$ cat config.mk
export PLATFORM = sky130hd
export DESIGN_NAME = prog_bank_mapper
export DESIGN_NICKNAME = d
export VERILOG_FILES = /design/src/rtl/pbm_pkg.sv /design/src/rtl/pbm_bank_reg.sv /design/src/rtl/pbm_dptr.sv /design/src/rtl/pbm_lookup.sv /design/src/rtl/prog_bank_mapper.sv
export SDC_FILE = /design/constraint.sdc
export NUM_CORES = 1
export LEC_CHECK = 0
export BUFFER_PORTS_ARGS = -buffer_cell sky130_fd_sc_hd__buf_2
export CORE_MARGIN = 10
export CORE_UTILIZATION = 42
export DETAILED_ROUTE_END_ITERATION = 6
export PLACE_DENSITY = 0.79
export SYNTH_ARGS = -nofsm -noshare
export SYNTH_HDL_FRONTEND = slang
export SYNTH_SLANG_ARGS = --single-unit
$ cat constraint.sdc
create_clock -name clk -period 1.75 [get_ports clk]
set_clock_uncertainty 0.15 [all_clocks]
set_input_delay 0.2625 -clock clk [delete_from_list [all_inputs] [get_ports clk]]
set_output_delay 0.2625 -clock clk [all_outputs]
set_load 0.01 [all_outputs]
$ cat src/rtl/pbm_pkg.sv
package pbm_pkg;
  localparam int PC_W   = 13;
  localparam int OFF_W  = 12;
  localparam int BANK_W = 2;
  localparam int ADDR_W = OFF_W + BANK_W;
  localparam int NIB_W  = 4;
  localparam int NNIB   = OFF_W / NIB_W;
  localparam int BYTE_W = 8;
  typedef enum logic [1:0] {ACC_NONE = 2'd0, ACC_LO = 2'd1, ACC_HI = 2'd2} acc_e;
endpackage

$ cat src/rtl/pbm_bank_reg.sv
module pbm_bank_reg
  import pbm_pkg::*;
(
  input  logic              clk,
  input  logic              rst_n,
  input  logic              we,
  input  logic [BANK_W-1:0] wd,
  output logic [BANK_W-1:0] bank_q,
  output logic [BANK_W-1:0] upper_bank,
  output logic              err_q
);
  logic [BANK_W-1:0] bank_d;
  logic              err_d;
  localparam logic [BANK_W-1:0] RSVD = {BANK_W{1'b1}};

  always_comb begin
    bank_d = bank_q;
    if (we) bank_d = wd;
    err_d = err_q | (bank_q == RSVD);
  end

  always_ff @(posedge clk or negedge rst_n) begin
    if (!rst_n) begin
      bank_q <= '0;
      err_q  <= 1'b0;
    end else begin
      bank_q <= bank_d;
      err_q  <= err_d;
    end
  end

  always_comb begin
    if (bank_q == RSVD) upper_bank = RSVD;
    else                upper_bank = bank_q + 1'b1;
  end
endmodule

$ cat src/rtl/pbm_dptr.sv
module pbm_dptr
  import pbm_pkg::*;
(
  input  logic             clk,
  input  logic             rst_n,
  input  logic [NNIB-1:0]  ld,
  input  logic [NIB_W-1:0] wd,
  input  logic             inc,
  output logic [OFF_W-1:0] dptr_q
);
  logic [OFF_W-1:0] inc_val;
  logic [OFF_W-1:0] dptr_d;

  assign inc_val = dptr_q + 1'b1;

  generate
    for (genvar g = 0; g < NNIB; g++) begin : g_nib
      always_comb begin
        if (ld[g])    dptr_d[g*NIB_W +: NIB_W] = wd;
        else if (inc) dptr_d[g*NIB_W +: NIB_W] = inc_val[g*NIB_W +: NIB_W];
        else          dptr_d[g*NIB_W +: NIB_W] = dptr_q[g*NIB_W +: NIB_W];
      end
    end
  endgenerate

  always_ff @(posedge clk or negedge rst_n) begin
    if (!rst_n) dptr_q <= '0;
    else        dptr_q <= dptr_d;
  end
endmodule

$ cat src/rtl/pbm_lookup.sv
module pbm_lookup
  import pbm_pkg::*;
(
  input  logic              clk,
  input  logic              rst_n,
  input  logic              rd_lo,
  input  logic              rd_hi,
  input  logic [BYTE_W-1:0] rdata,
  output acc_e              acc,
  output logic [NIB_W-1:0]  nib_q
);
  logic [NIB_W-1:0] nib_d;
  logic             nib_en;

  always_comb begin
    if (rd_hi)      acc = ACC_HI;
    else if (rd_lo) acc = ACC_LO;
    else            acc = ACC_NONE;
  end

  always_comb begin
    nib_en = (acc != ACC_NONE);
    nib_d  = (acc == ACC_HI) ? rdata[BYTE_W-1 -: NIB_W] : rdata[NIB_W-1:0];
  end

  always_ff @(posedge clk or negedge rst_n) begin
    if (!rst_n)      nib_q <= '0;
    else if (nib_en) nib_q <= nib_d;
  end
endmodule

$ cat src/rtl/prog_bank_mapper.sv
module prog_bank_mapper
  import pbm_pkg::*;
(
  input  logic        clk,
  input  logic        rst_n,
  input  logic [12:0] pc,
  input  logic        bank_we,
  input  logic [1:0]  bank_wd,
  output logic [1:0]  bank_q,
  output logic        err_rsvd,
  input  logic        dp_ld_lo,
  input  logic        dp_ld_mid,
  input  logic        dp_ld_hi,
  input  logic [3:0]  dp_wd,
  output logic [11:0] dptr_q,
  input  logic        rd_lo,
  input  logic        rd_hi,
  output logic [13:0] mem_addr,
  input  logic [7:0]  mem_rdata,
  output logic [3:0]  nib_q
);
  logic [BANK_W-1:0] upper_bank;
  acc_e              acc;

  pbm_bank_reg u_bank (
    .clk(clk), .rst_n(rst_n), .we(bank_we), .wd(bank_wd),
    .bank_q(bank_q), .upper_bank(upper_bank), .err_q(err_rsvd)
  );

  pbm_dptr u_dptr (
    .clk(clk), .rst_n(rst_n), .ld({dp_ld_hi, dp_ld_mid, dp_ld_lo}),
    .wd(dp_wd), .inc(acc == ACC_HI), .dptr_q(dptr_q)
  );

  pbm_lookup u_look (
    .clk(clk), .rst_n(rst_n), .rd_lo(rd_lo), .rd_hi(rd_hi),
    .rdata(mem_rdata), .acc(acc), .nib_q(nib_q)
  );

  always_comb begin
    if (acc != ACC_NONE)    mem_addr = {upper_bank, dptr_q};
    else if (pc[PC_W-1])    mem_addr = {upper_bank, pc[OFF_W-1:0]};
    else                    mem_addr = {{BANK_W{1'b0}}, pc[OFF_W-1:0]};
  end
endmodule

# Word-level counts from Yosys, hierarchy flattened
# Cells that the tools add are included.
# word_totals
reg_bits	19
# op_classes
add_sub_neg	2
n_eq_ne	2
mux	12
n_bitwise	1
n_reduce_logical	4
# ops
op	n
2-to-1 mux 14 bit	2
2-to-1 mux 4 bit	7
adder 12 x 1 -> 12 bit, second input constant	1
nonzero test 2 bit	4
equality test 2 bit, second input constant	2
2-to-1 mux 2 bit	2
adder 2 x 1 -> 2 bit, second input constant	1
2-to-1 mux 1 bit	1
OR 1 bit	1

# Depth between registers and ports, before layout
# Gate-level depths: netlist of the first run.
# logic_depth
depth_word	5
ltp_mapped	5

# By module
# A second synthesis of the first run with hierarchy kept.
# hier_totals
cells_unflattened	121
area_unflattened_um2	1247.4
# by_module_without_submodules
module	instances	cells_per_inst	area_each_um2	seq_area_each_um2
pbm_dptr	1	76	710.7	300.3
prog_bank_mapper	1	17	214.0	0.0
pbm_lookup	1	20	205.2	100.1
pbm_bank_reg	1	8	117.6	75.1

# Worst setup path before layout of the first run
# No wires, ideal clock.
# synth_path
path_kind	input port to output port
startpoint	input rd_lo
endpoint	output mem_addr[10]
arrival_time_ps	1198
t_required_ps	1337
setup_slack_ps	139
stages	4
path_buffers	2
cell_sequence	buf_2 -> nor2_1 -> buf_2 -> mux2_2
# synth_via
elab_chain_cells	4
# synth_rtl
element	line	text
start: declaration	prog_bank_mapper.sv:16	input logic rd_lo,
2-to-1 mux 1 bit	pbm_lookup.sv:17	else if (rd_lo) acc = ACC_LO;
2-to-1 mux 2 bit	pbm_lookup.sv:16	if (rd_hi) acc = ACC_HI;
nonzero test 2 bit	prog_bank_mapper.sv:41	if (acc != ACC_NONE) mem_addr = {upper_bank, dptr_q};
2-to-1 mux 14 bit	prog_bank_mapper.sv:41	
end: declaration	prog_bank_mapper.sv:18	output logic [13:0] mem_addr,
# No other way between the ends.

# Final worst setup path of the first run
# layout_path
startpoint	register u_dptr.dptr_q[0]
endpoint	output mem_addr[0]
# layout_via
elab_chain_cells	1
# layout_rtl
element	line	text
start: declaration	pbm_dptr.sv:9	output logic [OFF_W-1:0] dptr_q
start signal: assignment	pbm_dptr.sv:28	else dptr_q <= dptr_d;
2-to-1 mux 14 bit	prog_bank_mapper.sv:41	
# No other way between the ends.

==> summary.txt, run 1 <==
Status
  – Outcome: complete, no violations

Global routing
  – Vias in the first global route: 1,128
  – Initial antenna violation count: 0
  – Busiest grt layer: met2
  – GR Overflow Total: 0
  – GR Layer Usage met2: 0.2334
  – Largest net degree at the start of global routing: 20
  – Gr usage total: 0.1261
  – Met3 GRT Util: 0.03766
  – First-pass GRT wire length: 5347 um
  – Met1 Resource Use GR: 0.1350

Synth
  – Top cell type's share of synthesized area: 0.4358
  – XOR/XNOR Fraction of Synth Area: 0.07225
  – Synth Warn #: 0
  – Syn nets: 150
  – Main synth FF type: dfrtp_1
  – Post-synth top cells: nand2_1, dfrtp_1, o21ai_0, mux2_2, xor2_1
  – Cell taking the most area after synthesis: dfrtp_1
  – Largest family of logic cells by synthesized area: multiplexers
  – Mapped Area: 0.001091 mm2
  – Post-synth EDFFs: 0
  – Dominant cell by count in the synthesized netlist: nand2_1
  – Synth cell types: 27
  – Syn Area/Cell: 9.571 um2
  – Compound-Gate Fraction of Synth Area: 0.1101
  – Cells after synthesis: 114
  – Async set-reset flop share out of synthesis: 1.000
  – Post-Synth Simple-Gate Area: 0.1628
  – Sequential fraction of the synthesis area: 0.4358
  – Post-Synth Adder-Cell Area: 0.01147
  – Register bit total from synthesis: 19
  – Largest cells by area after synthesis: dfrtp_1, mux2_2, o21ai_0, nand2_1, xor2_1
  – Mux contribution to synthesized area: 0.1800

Setup path
  – Slowest cell on crit path: dfrtp_2
  – Critical Path, Cell by Cell: buf_4 -> mux2_2 -> buf_2
  – Crit-path max FO: 3
  – Element type at the critical path start: flip-flop
  – Crit path max-delay family: flip-flops
  – Crit path kind: reg2out
  – CP endpoint kind: primary output
  – CP arrival: 1260 ps
  – CP peak stage delay: 430 ps
  – Critical path buffers and inverters: 2
  – Worst Path Required: between 1000 and 1500 ps

Job
  – Max-cap violations: 0

Pwr
  – Maximum VDD drop: between 0.5 and 0.6 mV
  – Total power draw: between 0.001 and 0.0015 W
  – Leak: approximately 0.77 nW
  – Pwr/cell area: 712.4 mW/mm2

Timing
  – Slew Viols, Final: 0
  – Worst Tran Pin Value: ~420 ps
  – Tcrit/Tclk final: 0.9540
  – Final Critical Period: approximately 1700 ps
  – Final WS setup: 80.47 ps
  – Final Hold Vio Count: 0
  – RSZ-0062 raised after global routing: no
  – Worst slew margin: 0.7199
  – Post-route setup TNS: 0 ps
  – Setup Viol. Count Final: 0
  – Maximum clock rate: 599.0 MHz
  – WHS: 17.30 ps

Final layout
  – Final core utilization: 0.6217
  – Register area: between 400 and 500 um2
  – N_diodes: 0
  – # fillers: 224
  – Proportion of layout cells with a drive suffix above 1: 0.5026
  – Footprint of the multi-input gates: 586.8 um2
  – Layout overhead on the synthesized area: 41.17%
  – Layout Nets: 226

Clock network
  – Clk_lat worst skew: 290 ps
  – CTS tree: done
  – CTS buffer count: 3
  – Clk pin slew, worst setup/hold paths: 100 ps
  – Clock buffer depth: 2
  – Clk sink count: 19
  – CTS Root Cell: clkbuf_4
  – H-tree depth: 1

Detailed routing
  – Vias per cell: 5.142
  – Iteration-0 DRC Markers: 44
  – Routed WL per cell: around 15 um
  – DRT antenna net count: 0
  – Router iterations before antenna repair: 4
  – Detailed Route WL: 3387 um
  – DR DRC count: 0
  – Via count: 1,126

Placed design
  – HPWL after DPL: 2794 um
  – Port bufs: 67
  – DP Worst Slack: 63.10 ps
  – Gpl congestion: 0.8005

Min path
  – Hold Crit Class: in2reg

Floorplanning
  – Chip width: 70.97 um
  – Initial core utilization: 0.4404
  – Row cnt: 18
  – Chip Height: 70.97 um
  – Core Area: 0.002477 mm2
  – Full die area: 0.005036 mm2
  – # IOs: 68
## final cells by class
| type | count | area share |
|---|---|---|
| multi-input combinational | 88 | 0.3810 |
| sequential | 19 | 0.3095 |
| timing repair buffer | 76 | 0.2632 |
| tap | 30 | 0.02437 |
| clock buffer | 4 | 0.01706 |
| inverter | 2 | 0.004874 |
## per-layer routing
layer,vias up,wire length (um)
met1,534,1286
met5,-,0
met2,37,1830
li1,553,-
met4,0,34
met3,2,237
## what timing repair did
action | CTS | global route
endpoints found under the hold margin | 19 | 0
hold buffers | 1 | 0
gates resized for setup | 0 | 2
endpoints found under the setup margin | 0 | 1
setup buffers | 0 | 3
## path summary, 6_finish.rpt
path / start / end / slack [ps] / cells past startpoint
worst max-delay path: u_dptr.dptr_q[0]$_DFFE_PN0P_ / mem_addr[0] / 80 / 3
worst min-delay path: mem_rdata[7] / u_look.nib_q[3]$_DFFE_PN0P_ / 20 / 3
worst max register to register: u_dptr.dptr_q[0]$_DFFE_PN0P_ / u_dptr.dptr_q[10]$_DFFE_PN0P_ / 130 / 5
worst min register to register: u_bank.err_q$_DFF_PN0_ / u_bank.err_q$_DFF_PN0_ / 320 / 1
max in group asynchronous: rst_n / u_dptr.dptr_q[0]$_DFFE_PN0P_ / 860 / 2
min in group asynchronous: rst_n / u_bank.bank_q[0]$_DFFE_PN0P_ / 270 / 2
## logic make-up after synthesis
group | after synthesis
AOI/OAI and AO/OA | 22
xor gates and xnor gates | 9
adders and majority gates | 1
buffers and inverters | 7
DFF | 19
muxes | 18
and+or+nand+nor | 38
## cell usage in the layout, fill, tap and decap left out, drive strengths merged, types with 2 or more instances in the layout
cell type and count:
nor2 6, mux2 13, and4 2, nand4 2
inv 2, buf 75, xor2 7, xnor2 2
clkbuf 4, o21ai 17, nand2 21, dfrtp 19
mux2i 5, nand3 3
## worst reg2reg max path, cell delays in order (launching register included)
cell and delay (ps):
dfrtp_2 390, ha_1 160, and3_2 220, nand2_1 70, or3_1 360, a31oi_1 180
## where the power goes
part,internal [W],switching (W),total (W)
registers,0.000481,0.0000432,0.000525
clock network,0.0000888,0.000132,0.000221
logic,0.000176,0.000175,0.000352
## metrics by stage
step / instances / instance area, um2
after detailed placement: 211 / 1479
final: 219 / 1540
after global routing: 219 / 1540
after global placement: 211 / 1479
after CTS: 216 / 1515
after floorplan: 114 / 1091
## registers in the layout, indices dropped and copies added (netlist names)
register	count
u_bank.bank_q	2
u_bank.err_q	1
u_dptr.dptr_q	12
u_look.nib_q	4
(Power assumes the default switching activity.)
==> inputs of run 2 (changes only) <==
- MAX_ROUTING_LAYER: unset -> met4
==> summary.txt, run 2 (same netlist as run 1, synthesis figures left out) <==
Status
  – Outcome: complete, no violations (unchanged)

Detailed routing
  – Via count: 1,126 (unchanged)
  – DR DRC count: 0 (unchanged)
  – Iteration-0 DRC Markers: 48 (was 44)
  – Detailed Route WL: 3387 um (unchanged)
  – DRT antenna net count: 0 (unchanged)
  – Router iterations before antenna repair: 4 (unchanged)
  – Vias per cell: 5.142 (unchanged)
  – Routed WL per cell: 15.47 um (unchanged)

Final layout
  – Proportion of layout cells with a drive suffix above 1: 0.5026 (unchanged)
  – Max reg flops: 12 (unchanged)
  – N_diodes: 0 (unchanged)
  – Top flop regs: u_dptr.dptr_q: 12 flops, u_look.nib_q: 4 flops, u_bank.bank_q: 2 flops (unchanged)
  – Layout Nets: 226 (unchanged)
  – Highest-count cells in the layout ignoring fill and taps: buf_2, nand2_1, dfrtp_1, o21ai_0, mux2_2 (unchanged)
  – Footprint of the multi-input gates: 586.8 um2 (unchanged)
  – Register area: 476.7 um2 (unchanged)
  – Most common cell after layout, fill and taps aside: buf_2 (unchanged)
  – Top reg by flops: u_dptr.dptr_q (unchanged)
  – Layout overhead on the synthesized area: 41.17% (unchanged)
  – # fillers: 224 (unchanged)

Setup path
  – R2R Path Start: u_dptr.dptr_q[0]$_DFFE_PN0P_ (unchanged)
  – CP arrival: 1260 ps (about the same)
  – RR Endpoint: u_dptr.dptr_q[10]$_DFFE_PN0P_ (unchanged)
  – Crit-path max FO: 3 (unchanged)
  – Crit path kind: reg2out (unchanged)
  – R2R cell count: 5 (unchanged)
  – Worst reg2reg setup slack: 130 ps (about the same)
  – Element type at the critical path start: flip-flop (unchanged)
  – Worst Path Required: 1340 ps (about the same)
  – CP endpoint kind: primary output (unchanged)

Floorplanning
  – Chip width: 70.97 um (unchanged)
  – Chip Height: 70.97 um (unchanged)
  – Initial core utilization: 0.4404 (unchanged)
  – Core Area: 0.002477 mm2 (unchanged)
  – # IOs: 68 (unchanged)
  – Full die area: 0.005036 mm2 (unchanged)
  – Row cnt: 18 (unchanged)

Pwr
  – Pwr/cell area: 712.5 mW/mm2 (was 712.4 mW/mm2)
  – Maximum VDD drop: 0.5956 mV (was 0.5951 mV)
  – Leak: 0.7679 nW (unchanged)

Global routing
  – Initial antenna violation count: 0 (unchanged)
  – Largest net degree at the start of global routing: 20 (unchanged)
  – Gr usage total: 0.1297 (was 0.1261)
  – Vias in the first global route: 1,132 (was 1,128)
  – First-pass GRT wire length: 5340 um (was 5347 um)
  – GR Overflow Total: 0 (unchanged)

Timing
  – Tcrit/Tclk final: 0.9540 (about the same)
  – Final Critical Period: 1670 ps (about the same)
  – Slew Viols, Final: 0 (unchanged)
  – Setup Viol. Count Final: 0 (unchanged)
  – RSZ-0062 raised after global routing: no (unchanged)
  – Worst Tran Pin Value: 420.1 ps (unchanged)
  – Final Hold Vio Count: 0 (unchanged)
  – Post-route setup TNS: 0 ps (unchanged)
  – Worst slew margin: 0.7199 (unchanged)
  – Final WS setup: 80.47 ps (about the same)
  – Maximum clock rate: 599.0 MHz (about the same)

Min path
  – Worst hold path cell count: 3 (unchanged)
  – Hold_sp: mem_rdata[7] (unchanged)
  – Hold Crit Class: in2reg (unchanged)
  – Hold Path Sink: u_look.nib_q[3]$_DFFE_PN0P_ (unchanged)

Clock network
  – H-tree depth: 1 (unchanged)
  – Clock buffer depth: 2 (unchanged)
  – CTS Root Cell: clkbuf_4 (unchanged)
  – Clk pin slew, worst setup/hold paths: 100 ps (about the same)
  – CTS buffer count: 3 (unchanged)
  – Clk sink count: 19 (unchanged)
  – Clk_lat worst skew: 290 ps (about the same)
  – CTS tree: done (unchanged)

Placed design
  – Port bufs: 67 (unchanged)
  – DP Worst Slack: 63.10 ps (unchanged)
  – Gpl congestion: 0.8120 (was 0.8005)
  – HPWL after DPL: 2794 um (unchanged)

Job
  – Max-cap violations: 0 (unchanged)
-- run 2: cell counts in the layout (fill, tap and decap cells not counted) --
Identical to the previous run, type by type.
-- run 2: critical path, cell delays in order, from the launching register on --
cell and delay, ps:
dfrtp_2 430, buf_4 150, mux2_2 250, buf_2 140
-- run 2: how the worst max path moves through the flow --
stage / slack [ps] / start / depth (start not counted) / end
final: 80 / u_dptr.dptr_q[0]$_DFFE_PN0P_ / 3 / mem_addr[0]
after global placement: 80 / u_dptr.dptr_q[0]$_DFFE_PN0P_ / 5 / u_dptr.dptr_q[10]$_DFFE_PN0P_
after floorplan: 140 / rd_lo / 4 / mem_addr[10]
after global routing: 30 / u_dptr.dptr_q[0]$_DFFE_PN0P_ / 3 / mem_addr[0]
after CTS: 20 / u_dptr.dptr_q[0]$_DFFE_PN0P_ / 5 / u_dptr.dptr_q[10]$_DFFE_PN0P_
after detailed placement: 60 / u_dptr.dptr_q[0]$_DFFE_PN0P_ / 5 / u_dptr.dptr_q[10]$_DFFE_PN0P_
-- run 2: layout make-up --
cell class	count	share of cell area
repair buffers	76	0.2632
clock buffers	4	0.01706
inverters	2	0.004874
multi-input cells	88	0.3810
well taps	30	0.02437
flip-flops and latches	19	0.3095
-- run 2: power by group --
group          internal (W)  total, W  switching (W)
clock network     0.0000888  0.000221       0.000132
logic              0.000176  0.000352       0.000176
registers          0.000481  0.000525      0.0000432
total              0.000747   0.00110       0.000351
-- run 2: layer usage --
layer / track usage / wire, um / vias up
met3: 0.03626 / 231 / 2
li1: - / - / 553
met5: - / 0 / -
met4: 0.03226 / 34 / 0
met2: 0.2354 / 1830 / 37
met1: 0.1342 / 1292 / 534
-- run 2: stage by stage --
| step | instance area (um2) | total power (W) | hold WS, ps | instances | util |
|---|---|---|---|---|---|
| floorplan | 1091 | 0.0006967 | -183.1 | 114 | - |
| global placement | 1479 | 0.0008619 | 78.25 | 211 | 0.5970 |
| detailed placement | 1479 | 0.0008736 | 74.30 | 211 | 0.5970 |
| CTS | 1515 | 0.001094 | 15.21 | 216 | 0.6116 |
| global route | 1540 | 0.001169 | 13.80 | 219 | 0.6217 |
| finish | 1540 | 0.001097 | 17.29 | 219 | 0.6217 |
-- run 2: what timing repair did --
action                                  CTS  global route
setup buffers                             0             3
gates resized for setup                   0             2
endpoints found under the hold margin    19             0
hold buffers                              1             0
endpoints found under the setup margin    0             1
==> inputs of run 3 (changes only) <==
- CORE_MARGIN: 10 -> 3
==> summary.txt, run 3 (same netlist as run 1, synthesis figures left out) <==
Final layout
  – Max reg flops: 12 (unchanged)
  – # fillers: 208 (was 224)
  – Layout overhead on the synthesized area: 40.14% (was 41.17%)
  – Top flop regs: u_dptr.dptr_q: 12 flops, u_look.nib_q: 4 flops, u_bank.bank_q: 2 flops (unchanged)
  – Proportion of layout cells with a drive suffix above 1: 0.4947 (was 0.5026)
  – Most common cell after layout, fill and taps aside: buf_2 (unchanged)
  – N_diodes: 0 (unchanged)
  – Footprint of the multi-input gates: 585.6 um2 (was 586.8 um2)
  – Design area: 0.001529 mm2 (was 0.001540 mm2)
  – Layout Nets: 225 (was 226)
  – Final core utilization: 0.6535 (was 0.6217)
  – Highest-count cells in the layout ignoring fill and taps: buf_2, nand2_1, dfrtp_1, o21ai_0, mux2_2 (unchanged)
  – Top reg by flops: u_dptr.dptr_q (unchanged)
  – Register area: 475.5 um2 (was 476.7 um2)

Placed design
  – Post-DP Area: 0.001484 mm2 (was 0.001479 mm2)
  – Gpl congestion: 0.8963 (was 0.8120)
  – HPWL after DPL: 2280 um (was 2794 um)
  – Port bufs: 67 (unchanged)

Timing
  – Worst slew margin: 0.7139 (was 0.7199)
  – Slew Viols, Final: 0 (unchanged)
  – Final Critical Period: 1669 ps (was 1670 ps)
  – Post-route setup TNS: 0 ps (unchanged)
  – Setup Viol. Count Final: 0 (unchanged)
  – Maximum clock rate: 599.2 MHz (was 599.0 MHz)
  – Worst Tran Pin Value: 429.2 ps (was 420.1 ps)
  – Tcrit/Tclk final: 0.9537 (was 0.9540)
  – Final Hold Vio Count: 0 (unchanged)
  – RSZ-0062 raised after global routing: no (unchanged)

Setup path
  – Element type at the critical path start: flip-flop (unchanged)
  – Worst Path Required: 1340 ps (about the same)
  – CP endpoint kind: primary output (unchanged)
  – CP arrival: 1260 ps (about the same)
  – Crit path kind: reg2out (unchanged)
  – Crit-path max FO: 4 (was 3)

Detailed routing
  – Router iterations before antenna repair: 4 (unchanged)
  – Via count: 1,147 (was 1,126)
  – Vias per cell: 5.310 (was 5.142)
  – DR DRC count: 0 (unchanged)
  – Iteration-0 DRC Markers: 28 (was 48)
  – DRT antenna net count: 0 (unchanged)
  – Routed WL per cell: 13.31 um (was 15.47 um)
  – Detailed Route WL: 2875 um (was 3387 um)

Global routing
  – Gr usage total: 0.1962 (was 0.1297)
  – First-pass GRT wire length: 4892 um (was 5340 um)
  – Vias in the first global route: 1,142 (was 1,132)
  – GR Overflow Total: 0 (unchanged)
  – Largest net degree at the start of global routing: 20 (unchanged)
  – Initial antenna violation count: 0 (unchanged)

Min path
  – Hold Crit Class: in2reg (unchanged)

Clock network
  – CTS Root Cell: clkbuf_4 (unchanged)
  – CTS buffer count: 3 (unchanged)
  – Clk_lat worst skew: 300 ps (was 290 ps)
  – Clk pin slew, worst setup/hold paths: 100 ps (about the same)
  – Clk sink count: 19 (unchanged)
  – CTS tree: done (unchanged)
  – H-tree depth: 1 (unchanged)
  – Clock buffer depth: 2 (unchanged)

Pwr
  – Pwr/cell area: 709.5 mW/mm2 (was 712.5 mW/mm2)
  – Maximum VDD drop: 0.5624 mV (was 0.5956 mV)
  – Total power draw: 0.001085 W (was 0.001097 W)
  – Leak: 0.7673 nW (was 0.7679 nW)

Job
  – Max-cap violations: 0 (unchanged)

Floorplanning
  – Row cnt: 17 (was 18)
  – Full die area: 0.003245 mm2 (was 0.005036 mm2)
  – Initial core utilization: 0.4663 (was 0.4404)
  – Chip Height: 56.97 um (was 70.97 um)
  – Core Area: 0.002340 mm2 (was 0.002477 mm2)
  – Chip width: 56.97 um (was 70.97 um)
  – # IOs: 68 (unchanged)

Status
  – Outcome: complete, no violations (unchanged)
[run 3: cell types whose count changed in the layout (fill, tap and decap cells not counted)]
cell	change
and3_1	+1
and3_2	-1
buf_4	-1
clkbuf_1	-1
clkinv_2	+1
dfrtp_1	+1
dfrtp_2	-1
[run 3: final cells by class]
cell class	count	area share
multi-input cells	88	0.3830
flip-flops and latches	19	0.3110
repair buffers	75	0.2602
well taps	28	0.02291
clock buffers	3	0.01473
inverters	2	0.004910
clock inverters	1	0.003273
[run 3: critical path: stages, from the launching register on]
cell and delay (ps):
dfrtp_1 410, buf_4 150, mux2_2 250, buf_2 140
[run 3: worst paths after layout]
kind / to / cells after the start / from / slack (ps)
min: u_look.nib_q[1]$_DFFE_PN0P_ / 3 / mem_rdata[5] / 10
min in group asynchronous: u_dptr.dptr_q[0]$_DFFE_PN0P_ / 2 / rst_n / 280
max: mem_addr[0] / 3 / u_dptr.dptr_q[0]$_DFFE_PN0P_ / 80
min reg2reg: u_bank.err_q$_DFF_PN0_ / 1 / u_bank.err_q$_DFF_PN0_ / 320
max reg2reg: u_dptr.dptr_q[10]$_DFFE_PN0P_ / 5 / u_dptr.dptr_q[0]$_DFFE_PN0P_ / 130
max in group asynchronous: u_dptr.dptr_q[11]$_DFFE_PN0P_ / 2 / rst_n / 870
[run 3: per-layer routing]
| metal | wire length (um) | track usage |
|---|---|---|
| met1 | 1093 | 0.2151 |
| met3 | 193 | 0.04299 |
| met4 | 93 | 0.08609 |
| met5 | 0 | - |
| met2 | 1494 | 0.3393 |
[run 3: timing repair]
item / in CTS / in global routing
gates resized for setup: 0 / 0
endpoints found under the hold margin: 19 / 0
setup buffers: 0 / 1
setup endpoints to repair: 0 / 1
hold buffers: 1 / 0
[run 3: metrics by stage]
| step | setup WS (ps) | hold slack, ps | cells |
|---|---|---|---|
| finish | 80.98 | 13.06 | 216 |
| global route | 10.77 | 14.38 | 216 |
| CTS | 60.48 | 2.937 | 215 |
| detailed placement | 110.7 | 73.44 | 210 |
| global placement | 144.9 | 73.67 | 210 |
| floorplan | 139.1 | -183.1 | 114 |
[run 3: report_power, final]
part / internal [W] / switching (W) / leakage, nW
Sequential: 0.000481 / 0.0000424 / 0.225
Combinational: 0.000173 / 0.000169 / 0.525
Clock: 0.0000853 / 0.000135 / 0.0177
